### src/rtl/dsched_pkg.sv
package dsched_pkg;

    localparam int SRC_N  = 7;
    localparam int LANE_N = 4;
    localparam int SRC_W  = $clog2(SRC_N);

    typedef enum logic [SRC_W-1:0] {
        SRC_PI_MAIN = 3'd0,
        SRC_PI_BYP  = 3'd1,
        SRC_NET_Q0  = 3'd2,
        SRC_NET_Q1  = 3'd3,
        SRC_NET_Q2  = 3'd4,
        SRC_NET_Q3  = 3'd5,
        SRC_SWQ     = 3'd6
    } src_e;

    // Baseline lane dependences loaded at reset (bit i = lane Qi).
    function automatic logic [LANE_N-1:0] boot_mask(input int s);
        logic [LANE_N-1:0] m;
        case (s)
            int'(SRC_PI_MAIN): m = 4'b0101;
            int'(SRC_PI_BYP):  m = 4'b0011;
            int'(SRC_NET_Q0):  m = 4'b0110;
            int'(SRC_NET_Q1):  m = 4'b0000;
            int'(SRC_NET_Q2):  m = 4'b0010;
            int'(SRC_NET_Q3):  m = 4'b0000;
            int'(SRC_SWQ):     m = 4'b0100;
            default:           m = '0;
        endcase
        return m;
    endfunction

endpackage

### src/rtl/dsched_credit.sv
module dsched_credit
    import dsched_pkg::*;
#(
    parameter int LANE_DEPTH = 16,
    parameter int CNT_W      = $clog2(LANE_DEPTH + 1)
) (
    input  logic                          clk,
    input  logic                          rst_n,
    input  logic [LANE_N-1:0]             lane_enq,
    input  logic [LANE_N-1:0]             lane_deq,
    output logic [LANE_N-1:0][CNT_W-1:0]  free_cnt
);

    localparam logic [CNT_W-1:0] FULL = CNT_W'(LANE_DEPTH);

    typedef struct packed {
        logic [LANE_N-1:0][CNT_W-1:0] free;
    } crd_st_t;

    crd_st_t st_d, st_q;

    always_comb begin
        st_d = st_q;
        for (int l = 0; l < LANE_N; l++) begin
            logic take, give;
            take = lane_enq[l] && (st_q.free[l] != '0);
            give = lane_deq[l] && (st_q.free[l] != FULL);
            case ({take, give})
                2'b10:   st_d.free[l] = st_q.free[l] - 1'b1;
                2'b01:   st_d.free[l] = st_q.free[l] + 1'b1;
                default: st_d.free[l] = st_q.free[l];
            endcase
        end
    end

    always_ff @(posedge clk) begin
        if (!rst_n) begin
            for (int l = 0; l < LANE_N; l++) st_q.free[l] <= FULL;
        end else begin
            st_q <= st_d;
        end
    end

    assign free_cnt = st_q.free;

    for (genvar g = 0; g < LANE_N; g++) begin : g_chk
        AST_FREE_BOUND: assert property (@(posedge clk) disable iff (!rst_n)
            st_q.free[g] <= FULL);
        AST_CREDIT_DEC: assert property (@(posedge clk) disable iff (!rst_n)
            (lane_enq[g] && !lane_deq[g] && st_q.free[g] != '0)
            |=> st_q.free[g] == $past(st_q.free[g]) - 1'b1);
        AST_CREDIT_INC: assert property (@(posedge clk) disable iff (!rst_n)
            (lane_deq[g] && !lane_enq[g] && st_q.free[g] != FULL)
            |=> st_q.free[g] == $past(st_q.free[g]) + 1'b1);
        AST_EMPTY_HOLD: assert property (@(posedge clk) disable iff (!rst_n)
            (lane_enq[g] && !lane_deq[g] && st_q.free[g] == '0)
            |=> st_q.free[g] == '0);
    end

endmodule

### src/rtl/dsched_dep_table.sv
module dsched_dep_table
    import dsched_pkg::*;
#(
    parameter int MIN_FREE = 2,
    parameter int CNT_W    = 5
) (
    input  logic                          clk,
    input  logic                          rst_n,
    input  logic                          cfg_we,
    input  logic [SRC_W-1:0]              cfg_src,
    input  logic [LANE_N-1:0]             cfg_mask,
    input  logic [SRC_N-1:0]              src_valid,
    input  logic [LANE_N-1:0][CNT_W-1:0]  free_cnt,
    output logic [SRC_N-1:0]              eligible
);

    localparam logic [CNT_W-1:0] THRESH = CNT_W'(MIN_FREE);

    typedef struct packed {
        logic [SRC_N-1:0][LANE_N-1:0] mask;
    } dep_st_t;

    dep_st_t           st_d, st_q;
    logic [LANE_N-1:0] lane_ok;

    always_comb begin
        st_d = st_q;
        if (cfg_we && (int'(cfg_src) < SRC_N)) begin
            st_d.mask[cfg_src] = cfg_mask;
        end
        for (int l = 0; l < LANE_N; l++) begin
            lane_ok[l] = (free_cnt[l] >= THRESH);
        end
        for (int s = 0; s < SRC_N; s++) begin
            eligible[s] = src_valid[s] && ((st_q.mask[s] & ~lane_ok) == '0);
        end
    end

    always_ff @(posedge clk) begin
        if (!rst_n) begin
            for (int s = 0; s < SRC_N; s++) st_q.mask[s] <= boot_mask(s);
        end else begin
            st_q <= st_d;
        end
    end

    AST_CFG_RANGE: assert property (@(posedge clk) disable iff (!rst_n)
        (cfg_we && int'(cfg_src) >= SRC_N) |=> $stable(st_q.mask));
    AST_CFG_IDLE: assert property (@(posedge clk) disable iff (!rst_n)
        !cfg_we |=> $stable(st_q.mask));

endmodule

### src/rtl/dsched_rr_arb.sv
module dsched_rr_arb
    import dsched_pkg::*;
(
    input  logic              clk,
    input  logic              rst_n,
    input  logic [SRC_N-1:0]  eligible,
    output logic [SRC_N-1:0]  grant,
    output logic [SRC_W-1:0]  grant_idx,
    output logic              grant_valid
);

    localparam logic [SRC_W:0]   SRC_N_W = (SRC_W+1)'(SRC_N);
    localparam logic [SRC_W-1:0] LAST    = SRC_W'(SRC_N - 1);

    typedef struct packed {
        logic [SRC_W-1:0] ptr;
    } arb_st_t;

    arb_st_t st_d, st_q;

    always_comb begin
        logic [SRC_W:0]   idx;
        logic             found;
        logic [SRC_W-1:0] sel;
        st_d  = st_q;
        found = 1'b0;
        sel   = '0;
        for (int k = 0; k < SRC_N; k++) begin
            idx = {1'b0, st_q.ptr} + (SRC_W+1)'(k);
            if (idx >= SRC_N_W) idx = idx - SRC_N_W;
            if (!found && eligible[idx[SRC_W-1:0]]) begin
                found = 1'b1;
                sel   = idx[SRC_W-1:0];
            end
        end
        grant       = '0;
        grant_idx   = '0;
        grant_valid = found;
        if (found) begin
            grant[sel] = 1'b1;
            grant_idx  = sel;
            st_d.ptr   = (sel == LAST) ? '0 : sel + 1'b1;
        end
    end

    always_ff @(posedge clk) begin
        if (!rst_n) st_q <= '0;
        else        st_q <= st_d;
    end

    AST_GRANT_ONEHOT: assert property (@(posedge clk) disable iff (!rst_n)
        $onehot0(grant));
    AST_GRANT_IFF_ELIG: assert property (@(posedge clk) disable iff (!rst_n)
        (eligible != '0) == grant_valid);
    AST_PTR_HOLD: assert property (@(posedge clk) disable iff (!rst_n)
        !grant_valid |=> $stable(st_q.ptr));
    AST_PTR_RANGE: assert property (@(posedge clk) disable iff (!rst_n)
        st_q.ptr <= LAST);

endmodule

### src/rtl/dispatch_sched.sv
module dispatch_sched
    import dsched_pkg::*;
#(
    parameter int LANE_DEPTH = 16,
    parameter int MIN_FREE   = 2,
    localparam int CNT_W     = $clog2(LANE_DEPTH + 1)
) (
    input  logic                      clk,
    input  logic                      rst_n,
    input  logic                      cfg_we,
    input  logic [SRC_W-1:0]          cfg_src,
    input  logic [LANE_N-1:0]         cfg_mask,
    input  logic [SRC_N-1:0]          src_valid,
    input  logic [LANE_N-1:0]         lane_enq,
    input  logic [LANE_N-1:0]         lane_deq,
    output logic [SRC_N-1:0]          grant,
    output logic [SRC_W-1:0]          grant_idx,
    output logic                      grant_valid,
    output logic [LANE_N*CNT_W-1:0]   lane_free
);

    logic [LANE_N-1:0][CNT_W-1:0] free_cnt;
    logic [SRC_N-1:0]             eligible;

    dsched_credit #(
        .LANE_DEPTH (LANE_DEPTH),
        .CNT_W      (CNT_W)
    ) u_credit (
        .clk      (clk),
        .rst_n    (rst_n),
        .lane_enq (lane_enq),
        .lane_deq (lane_deq),
        .free_cnt (free_cnt)
    );

    dsched_dep_table #(
        .MIN_FREE (MIN_FREE),
        .CNT_W    (CNT_W)
    ) u_table (
        .clk       (clk),
        .rst_n     (rst_n),
        .cfg_we    (cfg_we),
        .cfg_src   (cfg_src),
        .cfg_mask  (cfg_mask),
        .src_valid (src_valid),
        .free_cnt  (free_cnt),
        .eligible  (eligible)
    );

    dsched_rr_arb u_arb (
        .clk         (clk),
        .rst_n       (rst_n),
        .eligible    (eligible),
        .grant       (grant),
        .grant_idx   (grant_idx),
        .grant_valid (grant_valid)
    );

    assign lane_free = free_cnt;

    AST_GRANT_NONEMPTY: assert property (@(posedge clk) disable iff (!rst_n)
        (grant & ~src_valid) == '0);
    AST_GRANT_FLAG: assert property (@(posedge clk) disable iff (!rst_n)
        grant_valid == (grant != '0));

endmodule

### config.mk
export PLATFORM = sky130hd
export DESIGN_NAME = dispatch_sched
export DESIGN_NICKNAME = d
export VERILOG_FILES = /design/src/rtl/dsched_pkg.sv /design/src/rtl/dsched_credit.sv /design/src/rtl/dsched_dep_table.sv /design/src/rtl/dsched_rr_arb.sv /design/src/rtl/dispatch_sched.sv
export SDC_FILE = /design/constraint.sdc
export NUM_CORES = 1
export LEC_CHECK = 0
export ABC_AREA = 1
export BUFFER_PORTS_ARGS = -buffer_cell sky130_fd_sc_hd__buf_2
export CAP_MARGIN = 20
export CORE_ASPECT_RATIO = 1.75
export CORE_MARGIN = 2
export CORE_UTILIZATION = 45
export CTS_CLUSTER_SIZE = 40
export DETAILED_ROUTE_END_ITERATION = 10
export SETUP_SLACK_MARGIN = 0.4
export SYNTH_ARGS = -nofsm -noshare
export SYNTH_HDL_FRONTEND = slang
export SYNTH_SLANG_ARGS = --single-unit
export TNS_END_PERCENT = 30
### constraint.sdc
create_clock -name clk -period 5.8 [get_ports clk]
set_input_delay 0 -clock clk [delete_from_list [all_inputs] [get_ports clk]]
set_output_delay 0 -clock clk [all_outputs]
set_load 0.005 [all_outputs]
==> flow_summary.json, run 1 <==
{
  "outcome": "finished, final reports clean",
  "synth_cell_type_count": 36,
  "nets": 810,
  "root_buffer": "clkbuf_16",
  "holdPathStages": 3,
  "final_max_slew_viol_count": 0,
  "die_w_um": 78.0,
  "wl_um": 13100,
  "hold_viol_final": 0,
  "antenna_cells": 0,
  "h-tree-depth": 2,
  "grt_max_degree": 39,
  "hpwlAfterDp_um": 10700,
  "synth_top_area_cell": "dfxtp_1",
  "rsz0062_at_grt": "no",
  "cp_slowest_stage_delay_ps": 470,
  "ys_seq_elements": 51,
  "r2r-end": "u_arb.st_q[2]",
  "crit_chain": "inv_1 > ha_1 > inv_1 > fa_1 > nand2_1 > o21ai_0 > inv_1 > nor2_1 > nand3_1 > nand2_1 > nor2_1 > nand2_1 > nand2_1 > inv_2 > nand3_1 > nor2_1 > nor2_1 > nand2_1 > nor2_2 > nand3_2 > nor2_1 > nand2_2 > nor2_1 > buf_2",
  "cp_data_required_time_ps": 5800,
  "start_util": 0.458,
  "ys_seq_area_frac": 0.237,
  "drv_cap": 0,
  "num_vias": 4614,
  "grt_first_pass_wirelength_um": 20600,
  "r2r_start": "u_arb.st_q[1]",
  "layout.cells.non_filler": 875,
  "max-clock-path-buffers": 2,
  "ys.flop_type": "dfxtp_1",
  "cts.clk_slew.worst_paths_ps": 70,
  "fin_crit_sh": 0.693,
  "path_class": "register to primary output",
  "postCtsSetupBuffers": 0,
  "dp.cells": 867,
  "p_leak_nw": 2.60,
  "yosys_warnings": 0,
  "drc": 0,
  "setup_tns_ps": 0,
  "endpoint_kind": "primary output",
  "routed_via_density": 5.27,
  "first_iter_violations": 194,
  "drt_first_pass_iters": 5,
  "drive_above_1_share": 0.143,
  "holdPathEnd": "u_table.st_q[2]",
  "cts_sinks": 51,
  "syn-num-nets": 753,
  "pwr_density_cell_mw_per_mm2": 692,
  "hold_path_class": "input port to register",
  "cpMaxStageDelayCell": "fa_1",
  "ys_async_sr_fraction": 0,
  "core_mm2": 0.00941,
  "crit_buf_inv": 5,
  "grt_pass1_vias": 4300,
  "synthToLayoutAreaGrowth_pct": 12.7,
  "arrival_ps": 4020,
  "rows": 47,
  "synth-edff-count": 0,
  "antenna_found_initial": 0,
  "ctsResizeCount": 0,
  "port_buffers": 55,
  "hold_ws_ps": 46.5,
  "synth_area_leaders": "dfxtp_1, nand2_1, nand3_1",
  "hold_buffers": 0,
  "clock-skew-final_ps": 3.58,
  "grtUsageTotal": 0.253,
  "relSlewSlack": 0.452,
  "path_common_cell": "nor2_1",
  "synth_area_mm2": 0.00431,
  "worstSkewPairLatency_ps": 290,
  "crit_fanout": 9,
  "crit_start": "u_arb.st_q[1]",
  "seqCellArea_mm2": 0.00102,
  "multi_input_area_mm2": 0.00287,
  "min-delay-start": "cfg_mask[2]",
  "syn-instance-count": 695,
  "worstMarginPinSlew_ps": 813,
  "period_needed_ps": 4020,
  "die_h_um": 133,
  "grt_overflow": 0,
  "ir_drop_v": 0.000336,
  "boundaryPins": 56,
  "place_congestion": 0.978,
  "cts_buffers": 5,
  "final-setup-viol-count": 0,
  "crit_family": "simple AND/OR/NAND/NOR gates",
  "cts_tree": "done",
  "avgSynthCellArea_um2": 6.20,
  "drtAntennaViolNets": 0,
  "setup.worst_path.start_class": "register",
  "rrSetupSlack_ps": 2020,
  "rr_worst_depth": 24,
  "wl_per_cell_um": 15.0,
  "nFillCells": 990,
  "fmax_ghz": 0.249,
  "netlist.area_leader.share": 0.237,
  "die_area_mm2": 0.0104
}
-- layout make-up --
cell class | count | share of cell area
inverters | 101 | 0.0786
well taps | 122 | 0.0315
clock inverters | 3 | 0.00412
flip-flops and latches | 51 | 0.210
clock buffers | 5 | 0.0258
repair buffers | 56 | 0.0583
multi-input cells | 537 | 0.591
-- worst reg2reg max path: stages (launching register included) --
cell and delay [ps]:
dfxtp_1 380, inv_1 290, ha_1 230, inv_1 60, fa_1 470, nand2_1 100
o21ai_0 170, inv_1 150, nor2_1 70, nand3_1 110, nand2_1 60, nor2_1 80
nand2_1 60, nand2_1 160, inv_2 90, nand3_1 120, nor2_1 50, nor2_1 240
nand2_1 120, nor2_2 140, nand3_2 150, nand3_1 150, nand2_1 60, nor2_1 100
nor2_1 40
-- placed cells by master, fill, tap and decap left out, types with 4 or more instances in the layout --
cell type	n
a21o_1	5
a21oi_1	19
buf_2	55
clkbuf_16	5
dfxtp_1	51
fa_1	5
ha_1	28
inv_1	86
inv_2	13
nand2_1	151
nand2_2	6
nand3_1	90
nand4_1	8
nor2_1	119
o21ai_0	57
o21ai_1	7
o21ai_2	4
xnor2_1	4
xor2_1	7
xor2_2	4
-- state kept, by name, summed over array words and instances, names as in the netlist --
signal / cells
u_table.st_q: 28
u_credit.free_cnt: 20
u_arb.st_q: 3
-- worst max-delay path by stage --
stage,end,slack (ps),cells after the start
floorplan,u_arb.st_q[2],2830,22
CTS,grant[1],1900,22
finish,grant[0],1780,24
detailed placement,u_arb.st_q[2],2180,24
global route,grant[0],1510,22
global placement,u_arb.st_q[2],2190,24
-- metal layers --
metal  part of all wire  GRT usage  vias to the layer above
met5                  0          0                        -
met4              0.053      0.140                        0
met3              0.026     0.0244                       41
met2               0.56      0.503                      112
met1               0.36      0.245                     2113
li1                   -          -                     2348
-- kinds of logic (layout without fill, tap and decap cells) --
group	Yosys count	in the layout	share of synthesized area
xor+xnor	16	16	0.0413
simple gates	387	387	0.388
fa+ha+maj	33	33	0.105
compound gates	101	101	0.133
flops	51	51	0.237
buf+inv	107	165	0.0965
-- synth_stat cells (5+ instances only) --
cell        n
nand2_1   151
nand2_2     6
nor2_1    119
inv_2      13
ha_1       28
inv_1      86
o21ai_0    57
a21o_1      5
fa_1        5
xor2_1      7
dfxtp_1    51
a21oi_1    19
nand4_1     8
o21ai_1     7
clkbuf_1    5
nand3_1    90
-- stage by stage --
stage / power, W / worst slack [ps] / util / instance area (um2)
6_report: 0.00336 / 1780 / 0.516 / 4850
5_1_grt: 0.00366 / 1510 / 0.516 / 4850
4_1_cts: 0.00335 / 1900 / 0.516 / 4850
3_5_place_dp: 0.00304 / 2180 / 0.500 / 4710
3_3_place_gp: 0.00302 / 2190 / 0.500 / 4710
2_1_floorplan: 0.00230 / 2830 / - / 4310
-- power by group --
group          switching, W  internal [W]
clock network      0.000136      0.000159
registers         0.0000923      0.000430
logic               0.00168      0.000863
Note: power is estimated with default switching activity, not from simulation.
==> run 2: changes to the inputs <==
--- a/config.mk
+++ b/config.mk
@@ -5,7 +5,7 @@
 export SDC_FILE = /design/constraint.sdc
 export NUM_CORES = 1
 export LEC_CHECK = 0
-export ABC_AREA = 1
+export ABC_AREA = 0
 export BUFFER_PORTS_ARGS = -buffer_cell sky130_fd_sc_hd__buf_2
 export CAP_MARGIN = 20
 export CORE_ASPECT_RATIO = 1.75
==> constraint.sdc (replaced) <==
create_clock -name clk -period 3.9 [get_ports clk]
set_input_delay 0 -clock clk [delete_from_list [all_inputs] [get_ports clk]]
set_output_delay 0 -clock clk [all_outputs]
set_load 0.005 [all_outputs]
==> run 2 against run 1 <==
  * Cell count fell by 13%
  * Via count is 0.65% lower
  * Synthesized cell count shrank 21%
  * Die area grew 4.7%
  * Register-to-register slack got worse by 1700 ps
  * Sequential share of layout area shrank 2.7 points
  * First-iteration DRC count rose by 19%
  * Sequential power is 46% higher
  * Critical path depth fell by 9
  * Largest power group unchanged
==> flow_summary.json, run 2 <==
{
  "outcome": "finished, final reports clean",
  "cts_sinks": 51,
  "h-tree-depth": 2,
  "final_cell_mix": "nor2_1, buf_2, dfxtp_1",
  "largest_register_ffs": 28,
  "rsz0062_at_grt": "yes",
  "path_class": "register to primary output",
  "grt_overflow": 0,
  "synthToLayoutAreaGrowth_pct": 23.6,
  "cp_data_required_time_ps": 3900,
  "cp_slowest_stage_delay_ps": 480,
  "port_buffers": 55,
  "num_vias": 4584,
  "max-clock-path-buffers": 2,
  "setup_tns_ps": 0,
  "regMostFlops": "u_table.st_q",
  "crit_chain": "clkinvlp_4 > buf_6 > fa_2 > mux2_4 > nor2b_4 > nand3_2 > o21ai_2 > o41ai_4 > nand4_4 > nor4_2 > o32ai_4 > o21ai_4 > buf_4 > and2b_4 > buf_2",
  "hpwlAfterDp_um": 11400,
  "crit_fanout": 6,
  "ys_async_sr_fraction": 0,
  "clock-skew-final_ps": 4.48,
  "antenna_cells": 0,
  "hold_path_class": "input port to register",
  "die_w_um": 79.7,
  "cts.clk_slew.worst_paths_ps": 70,
  "synth_area_mm2": 0.00452,
  "synth_xor_area_frac": 0.0465,
  "root_buffer": "clkbuf_16",
  "start_util": 0.459,
  "syn-instance-count": 549,
  "crit_family": "simple AND/OR/NAND/NOR gates",
  "synth_area_leaders": "dfxtp_1, mux2i_1, ha_1",
  "synth_compound_area_frac": 0.223,
  "cpMaxStageDelayCell": "fa_2",
  "place_congestion": 0.979,
  "netlist.area_leader.share": 0.226,
  "grt_pass1_vias": 4502,
  "dp_slack_ps": 163,
  "synth-edff-count": 0,
  "syn-num-nets": 607,
  "synth_cell_type_count": 82,
  "cts_buffers": 5,
  "avgSynthCellArea_um2": 8.23,
  "relSlewSlack": 0.438,
  "worstSkewPairLatency_ps": 290,
  "p_leak_nw": 2.41,
  "synthMuxAreaShare": 0.0966,
  "yosysMostFrequentCell": "nor2_1",
  "die_h_um": 137,
  "grt_first_pass_wirelength_um": 23000,
  "setup.worst_path.start_class": "register",
  "drtAntennaViolNets": 0,
  "drt_first_pass_iters": 5,
  "synth.cells.most_frequent": "nor2_1, dfxtp_1, mux2i_1",
  "drv_cap": 0,
  "period_needed_ps": 3810,
  "setup_ws_ps": 93.2,
  "hold_viol_final": 0,
  "drive_above_1_share": 0.294,
  "ir_drop_v": 0.000553,
  "total_power_w": 0.00568,
  "antenna_found_initial": 0,
  "wl_um": 14600,
  "rows": 48,
  "yosys_warnings": 0,
  "cts_tree": "done",
  "pwr_density_cell_mw_per_mm2": 1020,
  "hold_buffers": 0,
  "core_mm2": 0.00985,
  "worstMarginPinSlew_ps": 841,
  "synth_top_area_cell": "dfxtp_1",
  "nets": 694,
  "ys.flop_type": "dfxtp_1",
  "final-setup-viol-count": 0,
  "synthAdderAreaFrac": 0.0997,
  "grt_max_degree": 36,
  "routed_via_density": 6.02,
  "grtUsageTotal": 0.270,
  "fin_crit_sh": 0.976,
  "ys_seq_elements": 51,
  "drc": 0,
  "die_area_mm2": 0.0109,
  "boundaryPins": 56,
  "crit_buf_inv": 4,
  "first_iter_violations": 230,
  "ys_seq_area_frac": 0.226,
  "yosys.area_share.simple": 0.256,
  "endpoint_kind": "primary output",
  "layout_commonest_cell": "nor2_1",
  "wl_per_cell_um": 19.2,
  "arrival_ps": 3810,
  "final_max_slew_viol_count": 0,
  "synth_top_family_by_area": "simple AND/OR/NAND/NOR gates",
  "fmax_ghz": 0.263
}
## run 2: layer usage
layer | global-route usage | vias up | part of all wire
li1 | - | 2197 | -
met5 | 0 | - | 0
met4 | 0.189 | 0 | 0.068
met2 | 0.495 | 145 | 0.54
met3 | 0.0277 | 49 | 0.032
met1 | 0.281 | 2193 | 0.37
## run 2: metrics by stage
step,cells,util,hold WS (ps),instance area (um2)
floorplan,549,-,71.8,4600
global placement,733,0.519,330,5120
detailed placement,733,0.519,334,5120
CTS,755,0.553,34.0,5450
global route,762,0.567,49.4,5580
finish,762,0.567,27.7,5580
## run 2: power breakdown
group | total, W | switching, W | internal, W
Combinational | 0.00449 | 0.00243 | 0.00206
Sequential | 0.000764 | 0.000143 | 0.000620
Clock | 0.000426 | 0.000188 | 0.000238
## run 2: worst paths after layout
path,from,end,slack (ps),cells past startpoint
setup / recovery,u_arb.st_q[1],grant[3],90,15
setup reg to reg,u_arb.st_q[1],u_arb.st_q[0],280,16
hold / removal,rst_n,u_table.st_q[5],30,2
hold reg to reg,u_table.st_q[5],u_table.st_q[5],490,2
## run 2: final cells by class
cell class,instances,area [um2]
fill,966,4270
multi-input combinational,441,3470
sequential,51,1030
timing repair buffer,106,676
tap,125,156
clock buffer,7,133
inverter,31,120
clock inverter,1,5.00
## run 2: kinds of logic (layout without fill, tap and decap cells)
kind of cell,count (synthesis),count (layout)
AOI/OAI and AO/OA,133,133
xor gates and xnor gates,24,24
adders and majority gates,33,33
buffers and inverters,57,145
DFF,51,51
muxes,43,43
and+or+nand+nor,208,208
## run 2: repair_timing
item                                    in CTS  in global routing
hold endpoints to repair                     0                  0
setup buffers                               14                  7
endpoints found under the setup margin      14                 14
gates resized for setup                     22                 20
pin swaps                                   12                 12
